<file path="config.mk">
export PLATFORM = sky130hd
export DESIGN_NAME = pwm_evt_wavegen
export DESIGN_NICKNAME = d
export VERILOG_FILES = /design/src/rtl/pwm_evt_pkg.sv /design/src/rtl/pwm_evt_prio.sv /design/src/rtl/pwm_act_mux.sv /design/src/rtl/pwm_out_reg.sv /design/src/rtl/pwm_evt_wavegen.sv
export SDC_FILE = /design/constraint.sdc
export NUM_CORES = 1
export LEC_CHECK = 0
export ABC_AREA = 1
export BUFFER_PORTS_ARGS = -buffer_cell sky130_fd_sc_hd__buf_2
export CELL_PAD_IN_SITES_DETAIL_PLACEMENT = 2
export CELL_PAD_IN_SITES_GLOBAL_PLACEMENT = 2
export CORE_MARGIN = 8
export CORE_UTILIZATION = 14
export DETAILED_ROUTE_END_ITERATION = 8
export GPL_ROUTABILITY_DRIVEN = 0
export GPL_TIMING_DRIVEN = 0
export HOLD_SLACK_MARGIN = 0.02
export PLACE_DENSITY = 0.76
export SLEW_MARGIN = 20
export SYNTH_ARGS = -nofsm -noshare
export SYNTH_HDL_FRONTEND = slang
export SYNTH_SLANG_ARGS = --single-unit
</file>
<file path="constraint.sdc">
create_clock -name clk_i -period 1.1 [get_ports clk_i]
set_clock_uncertainty 0.15 [all_clocks]
set_input_delay 0.22 -clock clk_i [delete_from_list [all_inputs] [get_ports clk_i]]
set_output_delay 0.22 -clock clk_i [all_outputs]
set_load 0.02 [all_outputs]
</file>
<file path="src/rtl/pwm_evt_pkg.sv">
package pwm_evt_pkg;
  localparam int unsigned ACT_W = 2;

  typedef enum logic [ACT_W-1:0] {
    ACT_NONE   = 2'b00,
    ACT_LOW    = 2'b01,
    ACT_HIGH   = 2'b10,
    ACT_TOGGLE = 2'b11
  } act_e;

  function automatic logic next_level(act_e act, logic cur);
    unique case (act)
      ACT_NONE:   next_level = cur;
      ACT_LOW:    next_level = 1'b0;
      ACT_HIGH:   next_level = 1'b1;
      default:    next_level = ~cur;
    endcase
  endfunction
endpackage

</file>
<file path="src/rtl/pwm_evt_prio.sv">
module pwm_evt_prio #(
  parameter int unsigned NUM_EVT = 6
) (
  input  logic [NUM_EVT-1:0] evt_i,
  output logic [NUM_EVT-1:0] win_o,
  output logic               any_o
);
  // hi[k]: some strobe at index >= k is set
  logic [NUM_EVT:0] hi;
  assign hi[NUM_EVT] = 1'b0;

  for (genvar k = 0; k < NUM_EVT; k++) begin : g_chain
    assign hi[k]    = hi[k+1] | evt_i[k];
    assign win_o[k] = evt_i[k] & ~hi[k+1];
  end

  assign any_o = hi[0];

  always_comb begin
    assert_single_winner_R8: assert ($onehot0(win_o));
    assert_winner_iff_any_R8: assert ((win_o != '0) == (evt_i != '0));
  end
endmodule

</file>
<file path="src/rtl/pwm_act_mux.sv">
module pwm_act_mux
  import pwm_evt_pkg::*;
#(
  parameter int unsigned NUM_EVT = 6,
  localparam int unsigned CFG_W  = NUM_EVT * ACT_W
) (
  input  logic [CFG_W-1:0]   cfg_i,
  input  logic [NUM_EVT-1:0] win_i,
  output act_e               act_o
);
  logic [NUM_EVT-1:0][ACT_W-1:0] masked;

  for (genvar k = 0; k < NUM_EVT; k++) begin : g_field
    assign masked[k] = {ACT_W{win_i[k]}} & cfg_i[k*ACT_W +: ACT_W];
  end

  always_comb begin
    logic [ACT_W-1:0] acc;
    acc = '0;
    for (int k = 0; k < NUM_EVT; k++) acc = acc | masked[k];
    act_o = act_e'(acc);
  end
endmodule

</file>
<file path="src/rtl/pwm_out_reg.sv">
module pwm_out_reg
  import pwm_evt_pkg::*;
(
  input  logic clk_i,
  input  logic rst_ni,
  input  logic en_i,
  input  logic any_i,
  input  act_e act_i,
  output logic pwm_o
);
  logic lvl_q;

  always_ff @(posedge clk_i or negedge rst_ni) begin
    if (!rst_ni)     lvl_q <= 1'b0;
    else if (!en_i)  lvl_q <= 1'b0;
    else if (any_i)  lvl_q <= next_level(act_i, lvl_q);
  end

  assign pwm_o = lvl_q;

  assert_idle_hold_R9: assert property (@(posedge clk_i) disable iff (!rst_ni)
    (en_i && !any_i) |=> $stable(lvl_q));
  assert_disable_low_R2: assert property (@(posedge clk_i) disable iff (!rst_ni)
    !en_i |=> !lvl_q);
endmodule

</file>
<file path="src/rtl/pwm_evt_wavegen.sv">
module pwm_evt_wavegen
  import pwm_evt_pkg::*;
#(
  parameter int unsigned NUM_EVT = 6,
  localparam int unsigned CFG_W  = NUM_EVT * ACT_W
) (
  input  logic               clk_i,
  input  logic               rst_ni,
  input  logic               en_i,
  input  logic [CFG_W-1:0]   cfg_i,
  input  logic [NUM_EVT-1:0] evt_i,
  output logic               pwm_o
);
  logic [NUM_EVT-1:0] win;
  logic               any_evt;
  act_e               act;

  pwm_evt_prio #(.NUM_EVT(NUM_EVT)) u_prio (
    .evt_i (evt_i),
    .win_o (win),
    .any_o (any_evt)
  );

  pwm_act_mux #(.NUM_EVT(NUM_EVT)) u_mux (
    .cfg_i (cfg_i),
    .win_i (win),
    .act_o (act)
  );

  pwm_out_reg u_out (
    .clk_i (clk_i),
    .rst_ni(rst_ni),
    .en_i  (en_i),
    .any_i (any_evt),
    .act_i (act),
    .pwm_o (pwm_o)
  );

  localparam int unsigned TOP = NUM_EVT - 1;

  assert_top_high_R5: assert property (@(posedge clk_i) disable iff (!rst_ni)
    (en_i && evt_i[TOP] && cfg_i[TOP*ACT_W +: ACT_W] == 2'b10) |=> pwm_o);
  assert_top_low_R4: assert property (@(posedge clk_i) disable iff (!rst_ni)
    (en_i && evt_i[TOP] && cfg_i[TOP*ACT_W +: ACT_W] == 2'b01) |=> !pwm_o);
  assert_top_toggle_R6: assert property (@(posedge clk_i) disable iff (!rst_ni)
    (en_i && evt_i[TOP] && cfg_i[TOP*ACT_W +: ACT_W] == 2'b11) |=> (pwm_o != $past(pwm_o)));
  assert_top_none_R3: assert property (@(posedge clk_i) disable iff (!rst_ni)
    (en_i && evt_i[TOP] && cfg_i[TOP*ACT_W +: ACT_W] == 2'b00) |=> $stable(pwm_o));
  assert_reset_low_R1: assert property (@(posedge clk_i) !rst_ni |-> !pwm_o);
endmodule

</file>
==> flow_summary_export.csv <==
group,metric,value,unit
synthesis,synth_edf_count,0,
floorplanning,io-pin-count,22,
power,p_per_area,449,nW/um2
cts,clk_pin_slew_worst_paths,0,ns
synthesis,synth_flop_cell,"dfrtp_1",
sta,max_freq,586,MHz
route,route.met2.wl,555,um
floorplanning,core_area,1710,um2
power,ir_drop,112,uV
route,dr.pass1.iters,2,
route,top_layer,"met3",
synthesis,syn-num-nets,66,
worst_hold_path,min_path_cells,2,
floorplanning,die_h,58.6,um
setup_path,crit_type,"in -> reg",
grt,grt-ovfl-total,0,
floorplanning,num_rows,15,
sta,tns,-0.606,ns
cells_and_area,register_area,25.0,um2
cells_and_area,layout-drive-gt1-share,0.544,
worst_hold_path,min_from,"u_out.pwm_o$_DFFE_PN0P_",
outcome,violations,"setup timing",
route,wl_met1,452,um
cells_and_area,nets,93,
synthesis,synth_area_leaders,"nand2_1 15%, nand3_1 14%, nand3_2 12%",
power,power,0.216,mW
grt,grt_max_degree,6,
synthesis,synth_top_area_share,0.148,
floorplanning,die_area,3430,um2
synthesis,synthTopCellsByCount,"10 x nand2_1, 7 x nand3_1, 6 x inv_1",
synthesis,ys_warn_count,0,
power,p_leak,0.250,nW
floorplanning,initial_core_util,0.149,
grt,grt_pass1_vias,398,
worst_hold_path,hold_path.class,"reg -> reg",
cells_and_area,fillers,213,
sta,tightest_slew,0.146,ns
setup_path,r2r_cells,3,
route,routedWlPerCell,10.9,um
cells_and_area,area.growth.synth_to_final,89.7,%
setup_path,worstReg2RegStart,"u_out.pwm_o$_DFFE_PN0P_",
setup_path,worstSetupStartpoint,"evt_i[5]",
run,max_cap_violations,0,
sta,finalCriticalPeriod,1.71,ns
route,vias,362,
sta,final-setup-viol-count,1,
sta,fin_ws,-0.606,ns
sta,holdWs,0.343,ns
setup_path,cp_data_required_time,0.88,ns
synthesis,yosys.area.top_type,"nand2_1",
setup_path,r2r_end,"u_out.pwm_o$_DFFE_PN0P_",
sta,report.final.slew_viol_count,0,
place,dpl_worst_slack,-0.747,ns
setup_path,critPathCaptureType,"flip-flop",
sta,hold_viol,0,
cells_and_area,largest_register_ffs,1,
place,dp_hpwl,861,um
grt,grt_pass1_wl,1640,um
place,place.port_buffers,21,
sta,relSlewSlack,0.902,
synthesis,yosysSeqAreaShare,0.0985,
route,drtIter0Drc,3,
synthesis,yosys_register_bits,1,
floorplanning,die_x,58.6,um
sta,rsz0062_at_grt,"yes",
grt,grt_usage,0.0572,
cells_and_area,insertedDiodeCount,0,
synthesis,async_reset_ff_frac,1.00,
route,drc,0,
synthesis,syn_avg_cell_area,5.91,um2
synthesis,synth.distinct_cells,13,
synthesis,synth_cells,43,
grt,antenna_found_initial,0,
setup_path,crit_fanout,5,
route,wl,1010,um
worst_hold_path,worst_hold_path.endpoint,"u_out.pwm_o$_DFFE_PN0P_",
route,dr_wl_met3,3,um
cts,insertion_delay,0,ns
setup_path,start_kind,"input pin",
synthesis,synth.most_common_cell,"nand2_1",
route,ant_nets,0,
synthesis,syn_area,254,um2
cells_and_area,multiInputGateArea,245,um2
outcome,outcome,"finished with violations",
sta,period_share,1.55,
route,vias_per_cell,3.89,
setup_path,crit_arrival,1.49,ns
setup_path,ff2ff_setup_slack,0.24,ns
==> power by group <==
part	switching [mW]	internal, mW	total (mW)
registers	0.00494	0.0444	0.0493
logic	0.0854	0.0817	0.167
clock network	0	0	0
total	0.0904	0.126	0.216
==> cell type report <==
type,count,share of cell area
Multi-Input combinational cell,35,0.509
Inverter,7,0.0545
Sequential cell,1,0.0519
Tap cell,25,0.0649
Timing Repair Buffer,25,0.319
==> worst max-delay path by stage <==
stage / endpoint / slack, ns / depth (start not counted)
after floorplan: u_out.pwm_o$_DFFE_PN0P_ / -0.46 / 10
after global placement: u_out.pwm_o$_DFFE_PN0P_ / -0.74 / 12
after detailed placement: u_out.pwm_o$_DFFE_PN0P_ / -0.75 / 12
after CTS: u_out.pwm_o$_DFFE_PN0P_ / -0.62 / 11
after global routing: u_out.pwm_o$_DFFE_PN0P_ / -0.67 / 12
final: u_out.pwm_o$_DFFE_PN0P_ / -0.61 / 11
==> per-layer routing <==
metal	GRT usage	up-vias
met4	0	0
met5	0	-
met2	0.120	5
li1	-	193
met3	0	0
met1	0.0653	164
==> worst max-delay path, stage by stage <==
cell and delay (ns):
buf_6 0.11, nor2_4 0.14, nand3_4 0.11, nor2_4 0.11, and3_4 0.20, nor2_4 0.05, ha_4 0.26, nor2_2 0.04
a21oi_1 0.10, nand4_1 0.09, nand2_1 0.06
==> timing repair <==
action	in CTS	in global routing
setup endpoints to repair	1	1
gates resized for setup	13	1
pin swaps	10	3
endpoints found under the hold margin	1	0
buffers inserted	2	1
hold buffers	1	0
==> metrics by stage <==
stage                     cells  utilization  instance area (um2)
final                        93        0.282                  482
after global placement       89        0.229                  390
after global routing         93        0.282                  482
after detailed placement     89        0.229                  390
after CTS                    92        0.275                  469
after floorplan              43            -                  254
==> layout by cell type, fill, tap and decap left out, types with 2 or more instances in the layout <==
cell     count
nand3_1      6
nor2_4       3
nand4_1      2
inv_1        5
nor2_1       2
a21oi_1      2
inv_2        2
nand3_2      3
buf_2       19
nand2_1     10
buf_4        3
nor2_2       2
==> cells by family after synthesis <==
family	count (synthesis)	share of synthesized area
compound gates	2	0.0394
buf+inv	7	0.103
fa+ha+maj	2	0.0985
flops	1	0.0985
simple gates	31	0.660
Note: power is estimated with default switching activity, not from simulation.
